### config.mk
export PLATFORM = sky130hd
export DESIGN_NAME = dual_dac_frontend
export DESIGN_NICKNAME = d
export VERILOG_FILES = /design/src/rtl/dual_dac_pkg.sv /design/src/rtl/dual_dac_sync.sv /design/src/rtl/dual_dac_shifter.sv /design/src/rtl/dual_dac_decode.sv /design/src/rtl/dual_dac_channel.sv /design/src/rtl/dual_dac_frontend.sv
export SDC_FILE = /design/constraint.sdc
export NUM_CORES = 1
export LEC_CHECK = 0
export ABC_AREA = 1
export ABC_CLOCK_PERIOD_IN_PS = 3500
export BUFFER_PORTS_ARGS = -buffer_cell sky130_fd_sc_hd__buf_2
export CORE_MARGIN = 5
export CORE_UTILIZATION = 51
export CTS_CLUSTER_SIZE = 8
export DETAILED_ROUTE_END_ITERATION = 7
export PLACE_DENSITY_LB_ADDON = 0.2
export SYNTH_ARGS = -nofsm -noshare
export SYNTH_HDL_FRONTEND = slang
export SYNTH_SLANG_ARGS = --single-unit
export TNS_END_PERCENT = 1
### constraint.sdc
create_clock -name clk_i -period 3.5 [get_ports clk_i]
set_input_delay 0.175 -clock clk_i [delete_from_list [all_inputs] [get_ports clk_i]]
set_output_delay 0.175 -clock clk_i [all_outputs]
set_load 0.05 [all_outputs]
### src/rtl/dual_dac_pkg.sv
package dual_dac_pkg;
  localparam int DATA_W  = 8;
  localparam int CTRL_W  = 8;
  localparam int FRAME_W = CTRL_W + DATA_W;
  localparam int NCH     = 2;

  typedef enum logic [1:0] {
    OP_BOTH_DIRECT  = 2'b00,
    OP_LOAD_HOLD    = 2'b01,
    OP_HOLD_TO_OUT  = 2'b10,
    OP_SEL_DIRECT   = 2'b11
  } op_e;

  typedef enum logic [1:0] {
    SRC_KEEP = 2'b00,
    SRC_DATA = 2'b01,
    SRC_HOLD = 2'b10
  } out_src_e;

  typedef struct packed {
    logic              ref_ext;
    logic              spare;
    logic              load_all;
    logic              pd_b;
    logic              pd_a;
    logic              sel_b;
    op_e               op;
    logic [DATA_W-1:0] data;
  } frame_t;
endpackage

### src/rtl/dual_dac_sync.sv
module dual_dac_sync #(
  parameter int           W       = 3,
  parameter int           STAGES  = 2,
  parameter logic [W-1:0] RST_VAL = '0
) (
  input  logic         clk_i,
  input  logic         rst_ni,
  input  logic [W-1:0] d_i,
  output logic [W-1:0] q_o
);
  logic [W-1:0] stg_q [STAGES];

  always_ff @(posedge clk_i or negedge rst_ni) begin
    if (!rst_ni) begin
      for (int i = 0; i < STAGES; i++) stg_q[i] <= RST_VAL;
    end else begin
      stg_q[0] <= d_i;
      for (int i = 1; i < STAGES; i++) stg_q[i] <= stg_q[i-1];
    end
  end

  assign q_o = stg_q[STAGES-1];
endmodule

### src/rtl/dual_dac_shifter.sv
module dual_dac_shifter #(
  parameter int FRAME_W = 16
) (
  input  logic               clk_i,
  input  logic               rst_ni,
  input  logic               sclk_s_i,
  input  logic               sdi_s_i,
  input  logic               fs_s_ni,
  output logic               fire_o,
  output logic [FRAME_W-1:0] frame_o
);
  localparam int              CNT_W   = $clog2(FRAME_W + 1) + 1;
  localparam logic [CNT_W-1:0] CNT_MAX = '1;
  localparam logic [CNT_W-1:0] CNT_OK  = CNT_W'(FRAME_W);

  logic               sclk_d_q, fs_d_q;
  logic [FRAME_W-1:0] shreg_q;
  logic [CNT_W-1:0]   cnt_q;
  logic               sclk_rise, fs_rise;

  assign sclk_rise = sclk_s_i & ~sclk_d_q;
  assign fs_rise   = fs_s_ni & ~fs_d_q;

  always_ff @(posedge clk_i or negedge rst_ni) begin
    if (!rst_ni) begin
      sclk_d_q <= 1'b0;
      fs_d_q   <= 1'b1;
      shreg_q  <= '0;
      cnt_q    <= '0;
    end else begin
      sclk_d_q <= sclk_s_i;
      fs_d_q   <= fs_s_ni;
      if (fs_s_ni) begin
        cnt_q <= '0;
      end else if (sclk_rise) begin
        shreg_q <= {shreg_q[FRAME_W-2:0], sdi_s_i};
        if (cnt_q != CNT_MAX) cnt_q <= cnt_q + 1'b1;
      end
    end
  end

  // exact count only; short or long frames are dropped
  assign fire_o  = fs_rise && (cnt_q == CNT_OK);
  assign frame_o = shreg_q;
endmodule

### src/rtl/dual_dac_decode.sv
module dual_dac_decode
  import dual_dac_pkg::*;
#(
  parameter int N = 2
) (
  input  logic                 fire_i,
  input  frame_t               frm_i,
  output logic     [N-1:0]     ld_hold_o,
  output out_src_e [N-1:0]     src_o
);
  logic unused_spare;
  assign unused_spare = frm_i.spare;

  always_comb begin
    for (int c = 0; c < N; c++) begin
      logic is_sel;
      is_sel       = (int'(frm_i.sel_b) == c);
      ld_hold_o[c] = 1'b0;
      src_o[c]     = SRC_KEEP;
      if (fire_i) begin
        if (frm_i.load_all) begin
          ld_hold_o[c] = is_sel;
          src_o[c]     = is_sel ? SRC_DATA : SRC_HOLD;
        end else begin
          unique case (frm_i.op)
            OP_BOTH_DIRECT: src_o[c]     = SRC_DATA;
            OP_LOAD_HOLD:   ld_hold_o[c] = is_sel;
            OP_HOLD_TO_OUT: src_o[c]     = is_sel ? SRC_HOLD : SRC_KEEP;
            OP_SEL_DIRECT:  src_o[c]     = is_sel ? SRC_DATA : SRC_KEEP;
            default:        src_o[c]     = SRC_KEEP;
          endcase
        end
      end
    end
  end
endmodule

### src/rtl/dual_dac_channel.sv
module dual_dac_channel
  import dual_dac_pkg::*;
#(
  parameter int W = 8
) (
  input  logic         clk_i,
  input  logic         rst_ni,
  input  logic         ld_hold_i,
  input  out_src_e     src_i,
  input  logic [W-1:0] data_i,
  input  logic         transp_i,
  output logic [W-1:0] hold_o,
  output logic [W-1:0] out_o
);
  logic [W-1:0] hold_q, out_q;

  always_ff @(posedge clk_i or negedge rst_ni) begin
    if (!rst_ni) begin
      hold_q <= '0;
      out_q  <= '0;
    end else begin
      if (ld_hold_i) hold_q <= data_i;
      unique case (src_i)
        SRC_DATA: out_q <= data_i;
        SRC_HOLD: out_q <= hold_q;
        default:  out_q <= out_q;
      endcase
    end
  end

  assign hold_o = hold_q;
  assign out_o  = transp_i ? hold_q : out_q;
endmodule

### src/rtl/dual_dac_frontend.sv
module dual_dac_frontend
  import dual_dac_pkg::*;
#(
  parameter int SYNC_STAGES = 2
) (
  input  logic              clk_i,
  input  logic              rst_ni,
  input  logic              sclk_i,
  input  logic              sdi_i,
  input  logic              fs_ni,
  output logic [DATA_W-1:0] dac_a_o,
  output logic [DATA_W-1:0] dac_b_o,
  output logic              ref_ext_o,
  output logic              pd_a_o,
  output logic              pd_b_o
);
  logic [2:0]          pins_s;
  logic                frame_fire;
  logic [FRAME_W-1:0]  frame_bits;
  frame_t              frm;
  logic     [NCH-1:0]  ld_hold;
  out_src_e [NCH-1:0]  src;
  logic [DATA_W-1:0]   hold_q [NCH];
  logic [DATA_W-1:0]   out_v  [NCH];
  logic                transp_q, ref_q, pda_q, pdb_q;

  dual_dac_sync #(.W(3), .STAGES(SYNC_STAGES), .RST_VAL(3'b100)) u_sync (
    .clk_i (clk_i),
    .rst_ni(rst_ni),
    .d_i   ({fs_ni, sclk_i, sdi_i}),
    .q_o   (pins_s)
  );

  dual_dac_shifter #(.FRAME_W(FRAME_W)) u_shift (
    .clk_i   (clk_i),
    .rst_ni  (rst_ni),
    .sclk_s_i(pins_s[1]),
    .sdi_s_i (pins_s[0]),
    .fs_s_ni (pins_s[2]),
    .fire_o  (frame_fire),
    .frame_o (frame_bits)
  );

  assign frm = frame_t'(frame_bits);

  dual_dac_decode #(.N(NCH)) u_dec (
    .fire_i   (frame_fire),
    .frm_i    (frm),
    .ld_hold_o(ld_hold),
    .src_o    (src)
  );

  for (genvar c = 0; c < NCH; c++) begin : g_ch
    dual_dac_channel #(.W(DATA_W)) u_ch (
      .clk_i    (clk_i),
      .rst_ni   (rst_ni),
      .ld_hold_i(ld_hold[c]),
      .src_i    (src[c]),
      .data_i   (frm.data),
      .transp_i (transp_q),
      .hold_o   (hold_q[c]),
      .out_o    (out_v[c])
    );
  end

  always_ff @(posedge clk_i or negedge rst_ni) begin
    if (!rst_ni) begin
      transp_q <= 1'b1;
      ref_q    <= 1'b0;
      pda_q    <= 1'b0;
      pdb_q    <= 1'b0;
    end else if (frame_fire) begin
      transp_q <= 1'b0;
      ref_q    <= frm.ref_ext;
      pda_q    <= frm.pd_a;
      pdb_q    <= frm.pd_b;
    end
  end

  assign dac_a_o   = out_v[0];
  assign dac_b_o   = out_v[1];
  assign ref_ext_o = ref_q;
  assign pd_a_o    = pda_q;
  assign pd_b_o    = pdb_q;
endmodule

-- After elaboration in Yosys (flattened, before gate mapping)
Cells that the tools add are included.
- register bits after elaboration: 66
- bits in latches: 0
- memory bits (writable): 0
- memory bits (read-only): 0
- input port bits: 5
- output and inout port bits: 19
- word-level logic and storage cells: 63
- memories kept: 0
- $add $sub $neg: 1
- multipliers: 0
- divide/modulo/power cells: 0
- magnitude comparators: 0
- eq/ne operators: 9
- shift-type cells: 0
- multiplexer cells: 25
- bitwise gates (word level): 6
- reductions and logical operators: 8
- operator list (operator ; number):
    one-hot mux 8 bit (2 select lines) ; 2
    two-way mux 6 bit ; 3
    two-way mux 2 bit ; 8
    two-way mux 8 bit ; 2
    one-hot mux 2 bit (3 select lines) ; 2
    equality test 2 bit, second input constant ; 4
    two-way mux 1 bit ; 8
    nonzero test 2 bit ; 4
    adder 6 x 1 -> 6 bit, second input constant ; 1
    equality test 2 x 1 -> 1 bit, second input constant ; 3
    equality test 6 x 5 -> 1 bit, second input constant ; 1
    != test 6 bit, second input constant ; 1
    inverter 1 bit ; 4
    AND reduction 2 bit ; 2
    AND 1 bit ; 2
    zero test 2 bit ; 1
    logical AND 1 bit ; 1

-- Longest topological paths before layout
Gate-level depths: netlist of run 1.
- word-level depth: 6
- depth in mapped cells: 13
- gate-level depth less buffers: 12

-- Modules after synthesis
A second synthesis of run 1 with hierarchy kept.
- cell total of the unflattened synthesis: 402
- area total of the unflattened synthesis: 3290.7 sq um
- modules (own cells, without submodules) (module ; times used ; cells an instance ; area an instance (sq um) ; sequential area each (sq um)):
    dual_dac_channel ; 2 ; 113 ; 869.6 ; 400.4
    dual_dac_shifter ; 1 ; 124 ; 1114.8 ; 601.8
    dual_dac_sync ; 1 ; 9 ; 175.2 ; 152.6
    dual_dac_frontend ; 1 ; 16 ; 146.4 ; 101.3
    dual_dac_decode ; 1 ; 27 ; 115.1 ; 0.0

-- Worst setup path before layout of run 1
OpenSTA, ideal clock, no wires.
- path type: register to register
- from: register u_shift.cnt_q[0]
- to: register g_ch[1].u_ch.out_q[0]
- setup time: 131 ps
- arrival: 1943 ps
- required time: 3369 ps
- slack: 1426 ps
- cell stages (with the launch flop): 12
- buffers on the path: 1
- period minus slack after synthesis: 2074 ps
- cells stage by stage: dfrtp_1 -> inv_1 -> ha_1 -> nand3_4 -> nor2_8 -> inv_1 -> nor2_1 -> nand2_1 -> ha_1 -> inv_1 -> clkbuf_1 -> o21ai_0
- longest elaborated chain between the ends: 5
- elaborated cells between the ends (all ways): 7
- classes of those cells: eq/ne (3); mux (2); reduce/logical (2)
- RTL lines (item ; RTL line ; RTL):
    start: declaration ; dual_dac_shifter.sv:18 ; logic [CNT_W-1:0] cnt_q;
    start signal: assignment ; dual_dac_shifter.sv:37 ; if (cnt_q != CNT_MAX) cnt_q <= cnt_q + 1'b1;
    equality test 6 x 5 -> 1 bit * ; dual_dac_shifter.sv:43 ; assign fire_o = fs_rise && (cnt_q == CNT_OK);
    logical AND 1 bit * ; dual_dac_shifter.sv:43 ;
    two-way mux 2 bit * ; dual_dac_decode.sv:20 ; if (fire_i) begin
    equality test 2 bit or equality test 2 x 1 -> 1 bit (tied branches) ; dual_dac_channel.sv:23 ; unique case (src_i)
    one-hot mux 8 bit (2 select lines) or nonzero test 2 bit (tied branches) ; -- ;
    end signal: assignment ; dual_dac_channel.sv:24 ; SRC_DATA: out_q <= data_i;
    end signal: assignment ; dual_dac_channel.sv:25 ; SRC_HOLD: out_q <= hold_q;
    end signal: assignment ; dual_dac_channel.sv:26 ; default: out_q <= out_q;
    end: declaration ; dual_dac_channel.sv:15 ; logic [W-1:0] hold_q, out_q;
Mark *: on every way between the ends. The rest lies on a longest branch, timed or not.
A chain may end at the register's enable or synchronous reset.

-- Worst setup path in the final report of run 1
- from: register u_shift.cnt_q[0]
- to: register g_ch[1].u_ch.out_q[6]
The elaborated chain is that of the path after synthesis.

==> results of run 1 <==
[cell type report]
cell class | instances | area (um^2)
Clock buffer | 14 | 173
Clock inverter | 2 | 10.0
Fill cell | 515 | 2460
Timing Repair Buffer | 27 | 153
Multi-Input combinational cell | 236 | 1210
Sequential cell | 66 | 1660
Inverter | 44 | 165
Tap cell | 75 | 93.8
[registers in the layout, summed over array words and instances, names as in the netlist]
signal / cells
u_shift.frame_o: 16
u_shift.sclk_d_q: 1
u_shift.fs_d_q: 1
g_ch.u_ch.hold_o: 16
ref_ext_o: 1
transp_q: 1
u_sync.q_o: 3
u_sync.stg_q: 3
pd_a_o: 1
u_shift.cnt_q: 6
pd_b_o: 1
g_ch.u_ch.out_q: 16
[per-stage QoR]
stage	hold slack [ns]	utilization [%]	instance area, um^2	setup slack (ns)	instances
final	0.0107	58.5	3460	1.29	464
after floorplan	-0.121	-	3100	1.43	358
after CTS	0.0432	58.5	3460	1.28	464
after global routing	0.0769	58.5	3460	1.01	464
after detailed placement	0.282	54.9	3250	1.29	445
after global placement	0.281	54.9	3250	1.35	445
[kinds of logic after synthesis]
group / Yosys count
buffers and inverters: 56
AOI/OAI and AO/OA: 89
and+or+nand+nor: 141
adders and majority gates: 6
DFF: 66
[cells in the final DEF (no fill, tap or decap), types with 3 or more instances in the layout]
master / Yosys / routed
a21oi_1: 3 / 3
o21ai_0: 61 / 61
dfstp_2: 4 / 4
clkbuf_8: 0 / 12
o21ai_1: 5 / 5
nand2_2: 5 / 5
inv_2: 3 / 3
ha_1: 6 / 6
nand2_1: 105 / 105
nand3_1: 8 / 8
dfrtp_1: 62 / 62
dlygate4sd3_1: 0 / 3
inv_1: 41 / 41
nor2_1: 12 / 12
buf_2: 2 / 23
o21ai_2: 16 / 16
[synthesized netlist by cell type (all sizes together)]
cell type / number
o31ai: 2
nand2: 112
dfstp: 4
inv: 44
dfrtp: 62
nor3b: 1
nor2: 15
a21oi: 5
nand3: 9
buf: 5
clkbuf: 7
nand4: 2
o21ai: 82
ha: 6
nor3: 2
[worst paths after layout]
check | startpoint | endpoint
min in group clk_i | u_sync.stg_q[3] | u_sync.q_o[0]
setup reg to reg | u_shift.cnt_q[0] | g_ch[1].u_ch.out_q[6]
hold / removal | rst_ni | g_ch[1].u_ch.out_q[2]
max in group asynchronous | rst_ni | u_shift.frame_o[14]
setup / recovery | u_shift.cnt_q[0] | g_ch[1].u_ch.out_q[6]
hold reg to reg | u_sync.stg_q[3] | u_sync.q_o[0]
[worst max-delay path: stages (launching register included)]
cell and delay (ns):
dfrtp_1 0.40, inv_1 0.10, ha_1 0.19, nand3_4 0.10, nor2_8 0.19, inv_1 0.14, nor2_1 0.10, nand2_1 0.08
ha_1 0.30, inv_1 0.33, o21ai_0 0.14
[power groups by stage]
stage / registers [mW] / logic (mW) / clock network (mW)
2_1_floorplan: 0.834 / 0.104 / 0
3_3_place_gp: 0.837 / 0.148 / 0
3_5_place_dp: 0.838 / 0.151 / 0
4_1_cts: 0.824 / 0.154 / 0.606
5_1_grt: 0.828 / 0.176 / 0.638
6_report: 0.824 / 0.149 / 0.581
[metal layers]
metal,vias to the layer above,part of all wire [%]
met5,-,0
met4,0,1.6
met3,9,3.4
met2,28,46
met1,1052,49
li1,1193,-
==> flow_summary_export.csv, run 1 <==
group,metric,value,unit
critical_path,ff2ff_setup_slack,1.29,ns
critical_path,critPathKind,"flop to flop",
synthesis,syn_nets,369,
timing,period_minus_slack,2.21,ns
routing,wl_per_cell,12.2,um
timing,maxSlewViolCount,0,
pwr,power,1.55,mW
timing,setup_viol_count_final,0,
grt,grt_usage,16.9,%
placement,hpwl,3.78,mm
synthesis,synth_warnings,0,
routing,routed_wl,5.66,mm
final_layout,diodes,0,
synthesis,syn_avg_cell_area,8.66,um^2
critical_path,cp-end-kind,"flop",
clocking,clk_pin_slew,0.07,ns
final_layout,synthToLayoutAreaGrowth,11.7,%
clocking,post_cts_buffers,0,
pwr,switching_power,0.398,mW
routing,ant_nets,0,
floorplan,die_y,88.0,um
grt,top_usage_layer,"met2",
pwr,comb_power_share,9.6,%
clocking,cts_buffer_depth,2,
floorplan,pin_count,24,
clocking,clkSinkCount,66,
floorplan,std_cell_rows,28,
clocking,clock_latency,0.33,ns
critical_path,cp-start-kind,"flop",
grt,grtUsageMet2,26.2,%
final_layout,drive_gt1_share,19.3,%
clocking,root_buffer,"clkbuf_8",
synthesis,synth_top_area_share,50.1,%
pwr,power.internal,1.16,mW
clocking,h-tree-depth,3,
timing,worst_pin_slew,0.880,ns
synthesis,syn-instance-count,358,
floorplan,fp.coreArea,0.00592,mm^2
synthesis,synth_area_leaders,"dfrtp_1 (50%), nand2_1 (13%), o21ai_0 (9.9%)",
floorplan,die_w,88.0,um
timing,skew,0.00496,ns
timing,max_freq,453,MHz
synthesis,synth_compound_area_share,16.7,%
synthesis,yosysTopAreaCell,"dfrtp_1",
synthesis,ys_types,26,
pwr,power.share.switching,25.6,%
synthesis,synthXorXnorAreaFrac,0,%
pwr,seqPwrFrac,53.0,%
synthesis,synth_top_family_by_area,"simple AND/OR/NAND/NOR gates",
placement,gp_congestion,0.835,
hold_path,hold_class,"input port to async pin",
grt,grtUsageMet1,23.0,%
routing,post-route-drc-count,0,
routing,first_pass_iters,4,
timing,post-route-period-util,63.1,%
clocking,cts_buffers,9,
synthesis,ys_seq_area_share,53.5,%
clocking,cts_hold_buffers,3,
run_status,outcome,"complete, no violations",
pwr,power_frac_clock,37.4,%
synthesis,syn_area,0.00310,mm^2
timing,timing_hold_violations_final,0,
synthesis,yosys.area_share.simple,19.9,%
pwr,p_per_area,449,mW/mm^2
grt,overflow,0,
routing,vias,2282,
timing,slew_headroom,41.2,%
synthesis,muxShareOfSynthArea,0,%
timing,tns,0,ns
pwr,vdd_ir_drop_max,0.249,mV
final_layout,nNetsFinal,395,
routing,drt-initial-drc-count,121,
grt,gr-usage-met3,3.48,%
critical_path,cp_data_required_time,3.70,ns
floorplan,start_util,52.3,%
pwr,power.leakage,1.66,nW
run,max_cap_viol_count,0,
critical_path,r2r_cells,10,
synthesis,synthAdderAreaFrac,2.42,%
clocking,cts_tree,"built",
timing,rsz0062_at_grt,"no",
grt,antenna_found_initial,0,
placement,portBuffers,23,
grt,grt_pass1_wl,10.1,mm
floorplan,dieArea,0.00774,mm^2
clocking,postCtsResizedCells,0,
synthesis,ys_seq_elements,66,
grt,grt_pass1_vias,2146,
critical_path,cp_max_fo,16,
grt,grt_max_degree,67,
routing,vias_per_cell,4.92,
critical_path,critPathArrivalTime,2.40,ns
Note: power is estimated with default switching activity, not from simulation.
==> run 2: changes to the inputs <==
--- a/config.mk
+++ b/config.mk
@@ -6,7 +6,7 @@
 export NUM_CORES = 1
 export LEC_CHECK = 0
 export ABC_AREA = 1
-export ABC_CLOCK_PERIOD_IN_PS = 3500
+export ABC_CLOCK_PERIOD_IN_PS = 1970
 export BUFFER_PORTS_ARGS = -buffer_cell sky130_fd_sc_hd__buf_2
 export CORE_MARGIN = 5
 export CORE_UTILIZATION = 51
==> constraint.sdc (replaced) <==
create_clock -name clk_i -period 1.97 [get_ports clk_i]
set_input_delay 0.0985 -clock clk_i [delete_from_list [all_inputs] [get_ports clk_i]]
set_output_delay 0.0985 -clock clk_i [all_outputs]
set_load 0.05 [all_outputs]
==> run 2 against run 1 <==
  * Global-route usage grew 0.42 points
  * Register-to-register slack lost 1.1 ns
  * Non-clock buffer count grew 7
  * Sequential power grew 77%
  * Critical path type unchanged
==> flow_summary_export.csv, run 2 (same netlist as run 1, synthesis figures left out) <==
group,metric,value,unit
final_layout,diodes,0,
pwr,seqPwrFrac,52.3,%
pwr,power_frac_clock,37.5,%
clocking,clkSinkCount,66,
timing,worst_pin_slew,0.353,ns
final_layout,drive_gt1_share,22.3,%
timing,setup_viol_count_final,0,
final_layout,final_cell_mix,"nand2_1 (105), dfrtp_1 (62), o21ai_0 (61)",
timing,maxSlewViolCount,0,
routing,vias_per_cell,5.00,
routing,routed_wl,5.84,mm
clocking,cts_tree,"built",
critical_path,critPathKind,"flop to flop",
clocking,cts_buffers,9,
pwr,comb_power_share,10.2,%
pwr,vdd_ir_drop_max,0.506,mV
routing,vias,2344,
critical_path,path_cells,"inv_2, ha_4, nand3_4, nor2_8, inv_2, nor3b_4, ha_2, inv_2, buf_12, nand2_1, o21ai_0",
critical_path,ff2ff_setup_slack,0.16,ns
placement,portBuffers,23,
final_layout,final_common_cell,"nand2_1",
timing,post-route-period-util,91.8,%
clocking,clk_pin_slew,0.07,ns
timing,postLayoutSetupSlackWorst,0.161,ns
timing,slew_headroom,76.5,%
grt,grt_max_degree,36,
timing,rsz0062_at_grt,"yes",
critical_path,cp_slowest_cell,"dfrtp_1",
floorplan,dieArea,0.00774,mm^2
final_layout,layout.cells.non_filler,469,
placement,placed_area,0.00331,mm^2
grt,overflow,0,
floorplan,fp.coreArea,0.00592,mm^2
routing,wl_per_cell,12.5,um
timing,skew,0.0133,ns
clocking,h-tree-depth,3,
timing,max_freq,553,MHz
routing,post-route-drc-count,0,
pwr,power.leakage,1.70,nW
critical_path,cp_data_required_time,2.23,ns
clocking,clock_latency,0.34,ns
pwr,power.internal,2.07,mW
hold_path,hold_class,"input port to async pin",
placement,dp.cells,450,
clocking,root_buffer,"clkbuf_8",
routing,first_pass_iters,4,
pwr,power,2.80,mW
placement,gp_congestion,0.793,
critical_path,cp-end-kind,"flop",
placement,dp_slack,-0.0382,ns
critical_path,cp-start-kind,"flop",
critical_path,critPathArrivalTime,2.07,ns
critical_path,critPathMostFrequentCell,"inv_2",
floorplan,start_util,52.3,%
critical_path,r2r_start,"u_shift.cnt_q[1]",
final_layout,synthToLayoutAreaGrowth,14.9,%
floorplan,std_cell_rows,28,
pwr,switching_power,0.728,mW
routing,ant_nets,0,
final_layout,fin_area,0.00356,mm^2
run_status,outcome,"complete, no violations",
pwr,power.share.switching,26.0,%
grt,grt_pass1_vias,2273,
floorplan,die_w,88.0,um
critical_path,max_stage_delay,0.40,ns
timing,timing_hold_violations_final,0,
floorplan,pin_count,24,
critical_path,cp_max_fo,16,
timing,period_minus_slack,1.81,ns
pwr,p_per_area,786,mW/mm^2
critical_path,r2r_cells,11,
placement,hpwl,4.02,mm
critical_path,rr_endpoint,"g_ch[0].u_ch.out_q[7]",
routing,drt-initial-drc-count,98,
clocking,cts_buffer_depth,2,
grt,grt_usage,17.4,%
floorplan,die_y,88.0,um
grt,antenna_found_initial,0,
grt,grt_pass1_wl,10.4,mm
run,max_cap_viol_count,0,
final_layout,nNetsFinal,402,
final_layout,nFillCells,533,
[run 2: how the worst max path moves through the flow]
| stage | start | to | slack, ns | cells after the start |
|---|---|---|---|---|
| floorplan | u_shift.cnt_q[0] | g_ch[0].u_ch.out_q[0] | -0.005 | 11 |
| global placement | u_shift.cnt_q[0] | g_ch[0].u_ch.out_q[1] | 0.01 | 10 |
| detailed placement | u_shift.cnt_q[0] | g_ch[0].u_ch.out_q[4] | -0.04 | 10 |
| CTS | u_shift.cnt_q[1] | g_ch[0].u_ch.out_q[7] | 0.03 | 11 |
| global route | u_shift.cnt_q[0] | g_ch[1].u_ch.out_q[0] | 0.003 | 11 |
| finish | u_shift.cnt_q[1] | g_ch[0].u_ch.out_q[7] | 0.16 | 11 |
[run 2: power groups by stage]
stage          sequential [mW]  combinational, mW  clock (mW)
2_1_floorplan             1.48              0.185           0
3_3_place_gp              1.49              0.269           0
3_5_place_dp              1.49              0.275           0
4_1_cts                   1.46              0.286        1.08
5_1_grt                   1.47              0.332        1.15
6_report                  1.46              0.285        1.05
[run 2: cell type report]
type | instances | area, um^2 | share of cell area, %
inverter | 44 | 168 | 4.71
clock inverter | 4 | 45.0 | 1.26
tap | 75 | 93.8 | 2.63
multi-input combinational | 236 | 1230 | 34.7
sequential | 66 | 1660 | 46.6
timing repair buffer | 34 | 233 | 6.53
clock buffer | 10 | 128 | 3.58
[run 2: worst max-delay path: cells and delay by family (launching register included)]
kind            cells  cell delay (ns)
simple gates        4             0.48
fa+ha+maj           2             0.43
flops               1             0.40
buf+inv             4             0.35
compound gates      1             0.08
[run 2: timing repair]
item / in CTS / in global routing
endpoints found under the setup margin: 7 / 17
buffers inserted: 1 / 0
pin swaps: 1 / 1
hold buffers: 4 / 0
resized for setup: 4 / 7
endpoints found under the hold margin: 38 / 0
[run 2: metrics by stage]
step	hold WS, ns	util [%]	TNS (ns)
2_1_floorplan	-0.197	-	-0.0258
3_3_place_gp	0.0325	55.9	0
3_5_place_dp	0.0221	55.9	-0.0996
4_1_cts	0.197	59.7	0
5_1_grt	0.197	60.2	0
6_report	0.184	60.2	0
[run 2: per-layer routing]
metal	share of wire, %	global-route usage (%)	wire length [um]
met5	0	0	0
met4	1.4	7.25	80
met3	4.0	5.08	233
met2	46	26.7	2660
met1	49	23.0	2870
==> run 3: changes to the inputs <==
--- a/config.mk
+++ b/config.mk
@@ -8,8 +8,10 @@
 export ABC_AREA = 1
 export ABC_CLOCK_PERIOD_IN_PS = 1970
 export BUFFER_PORTS_ARGS = -buffer_cell sky130_fd_sc_hd__buf_2
+export CELL_PAD_IN_SITES_DETAIL_PLACEMENT = 0
+export CELL_PAD_IN_SITES_GLOBAL_PLACEMENT = 1
 export CORE_MARGIN = 5
-export CORE_UTILIZATION = 51
+export CORE_UTILIZATION = 41
 export CTS_CLUSTER_SIZE = 8
 export DETAILED_ROUTE_END_ITERATION = 7
 export PLACE_DENSITY_LB_ADDON = 0.2
==> run 3 against run 2 <==
  * Critical path depth stayed put
  * Total power is 7.8% higher
  * Routed wire length grew 7.7%
  * Via count is 1.4% higher
  * First-iteration DRC count rose by 13%
  * Worst setup slack lost 0.12 ns
  * Final cell count rose by 7.5%
  * Utilization fell by 8.0 points
  * Maximum frequency is 6.4% lower
  * Count of clock-buffer cells in the layout increased by 1
  * Critical path type unchanged
  * Largest cell class unchanged
  * Largest power group unchanged
==> flow_summary_export.csv, run 3 (same netlist as run 1, synthesis figures left out) <==
group,metric,value,unit
placement,placed_area,0.00334,mm^2
timing,setup_viol_count_final,0,
pwr,p_per_area,793,mW/mm^2
grt,overflow,0,
clocking,cts_buffer_depth,2,
routing,post-route-drc-count,0,
routing,first_pass_iters,4,
final_layout,final_cell_mix,"nand2_1 (104), dfrtp_1 (62), o21ai_0 (52)",
final_layout,fin_area,0.00381,mm^2
timing,postLayoutSetupSlackWorst,0.0383,ns
run,max_cap_viol_count,0,
pwr,switching_power,0.761,mW
pwr,power,3.02,mW
timing,worst_pin_slew,0.612,ns
grt,grt_pass1_wl,10.8,mm
critical_path,ff2ff_setup_slack,0.04,ns
clocking,clock_latency,0.34,ns
floorplan,die_y,96.9,um
floorplan,pin_count,24,
grt,grt_usage,13.9,%
pwr,power.share.switching,25.2,%
routing,drt-initial-drc-count,111,
placement,portBuffers,23,
pwr,power_frac_clock,41.5,%
placement,gp_congestion,0.749,
timing,rsz0062_at_grt,"yes",
run_status,outcome,"complete, no violations",
timing,period_minus_slack,1.93,ns
critical_path,critPathArrivalTime,2.15,ns
critical_path,critPathKind,"flop to flop",
grt,grt_max_degree,43,
clocking,clkSinkCount,66,
final_layout,final_common_cell,"nand2_1",
clocking,root_buffer,"clkbuf_8",
floorplan,dieArea,0.00940,mm^2
pwr,power.internal,2.26,mW
final_layout,diodes,0,
routing,ant_nets,0,
hold_path,hold_class,"input port to async pin",
critical_path,cp_data_required_time,2.19,ns
clocking,clk_pin_slew,0.07,ns
placement,hpwl,4.20,mm
pwr,power.leakage,1.78,nW
placement,dp_slack,-0.0158,ns
critical_path,cp-end-kind,"flop",
grt,antenna_found_initial,0,
floorplan,start_util,42.5,%
routing,wl_per_cell,12.5,um
floorplan,die_w,96.9,um
routing,vias,2376,
timing,slew_headroom,59.2,%
timing,max_freq,518,MHz
pwr,seqPwrFrac,48.5,%
floorplan,std_cell_rows,31,
critical_path,cp-start-kind,"flop",
timing,timing_hold_violations_final,0,
final_layout,synthToLayoutAreaGrowth,22.9,%
critical_path,cp_max_fo,6,
placement,dp.cells,474,
clocking,cts_tree,"built",
floorplan,fp.coreArea,0.00729,mm^2
timing,post-route-period-util,98.1,%
routing,routed_wl,6.29,mm
clocking,cts_buffers,9,
grt,grt_pass1_vias,2240,
routing,vias_per_cell,4.71,
timing,skew,0.00887,ns
final_layout,nNetsFinal,411,
final_layout,drive_gt1_share,25.9,%
clocking,h-tree-depth,3,
final_layout,layout.cells.non_filler,504,
timing,whs,0.302,ns
pwr,vdd_ir_drop_max,0.404,mV
timing,maxSlewViolCount,0,
pwr,comb_power_share,10.0,%
==> run 3: cell count changes in the layout (fill, tap and decap cells not counted), sizes merged <==
cell / change
buf: +8
inv: -1
clkinvlp: +2
clkinv: -1
bufinv: +1
clkbuf: +2
==> run 3: power groups by stage <==
stage	clock network, mW	registers (mW)	logic [mW]
floorplan	0	1.48	0.185
global placement	0	1.49	0.281
detailed placement	0	1.49	0.286
CTS	1.29	1.46	0.293
global route	1.35	1.47	0.347
finish	1.25	1.46	0.303
==> run 3: worst max-delay path, cell delays in order, from the launching register on <==
cell and delay [ns]:
dfrtp_1 0.41, inv_2 0.09, ha_4 0.14, nand3_4 0.09
nor2_8 0.11, clkinvlp_4 0.14, nor3b_4 0.28, buf_4 0.16
ha_4 0.14, o21ai_0 0.10, nand2_1 0.07, o21ai_0 0.07
==> run 3: worst paths after layout <==
| kind | start | endpoint | depth (start not counted) |
|---|---|---|---|
| worst max-delay path | u_shift.cnt_q[1] | g_ch[0].u_ch.out_q[7] | 11 |
| worst min-delay path | rst_ni | g_ch[1].u_ch.hold_o[4] | 2 |
| worst max register to register | u_shift.cnt_q[1] | g_ch[0].u_ch.out_q[7] | 11 |
| worst min register to register | u_sync.stg_q[4] | u_sync.q_o[1] | 0 |
| max in group asynchronous | rst_ni | transp_q | 3 |
| min in group clk_i | u_sync.stg_q[4] | u_sync.q_o[1] | 0 |
==> run 3: layout make-up <==
| type | instances | area [um^2] |
|---|---|---|
| fill | 749 | 3480 |
| timing repair buffer | 43 | 334 |
| clock buffer | 11 | 141 |
| multi-input combinational | 236 | 1290 |
| tap | 99 | 124 |
| clock inverter | 5 | 77.6 |
| inverter | 44 | 179 |
| sequential | 66 | 1660 |
==> run 3: what timing repair did <==
item                                   4_1_cts  5_1_grt
pin swaps                                    0        6
setup endpoints to repair                    6       21
hold buffers                                 4        0
endpoints found under the hold margin       24        0
cloned                                       0        1
buffers inserted                             0        9
gates resized for setup                      2       33
==> run 3: through the flow <==
stage | utilization (%) | TNS (ns)
after floorplan | - | -0.0258
after global placement | 45.8 | 0
after detailed placement | 45.8 | -0.0158
after CTS | 49.5 | 0
after global routing | 52.2 | -0.696
final | 52.2 | 0
==> run 3: metal layers <==
layer  part of all wire [%]  vias to the layer above  track usage, %
met1                     48                     1098            18.3
met4                    1.4                        0            6.16
met3                    3.4                       10            3.17
li1                       -                     1232               -
met5                      0                        -               0
met2                     47                       36            21.9
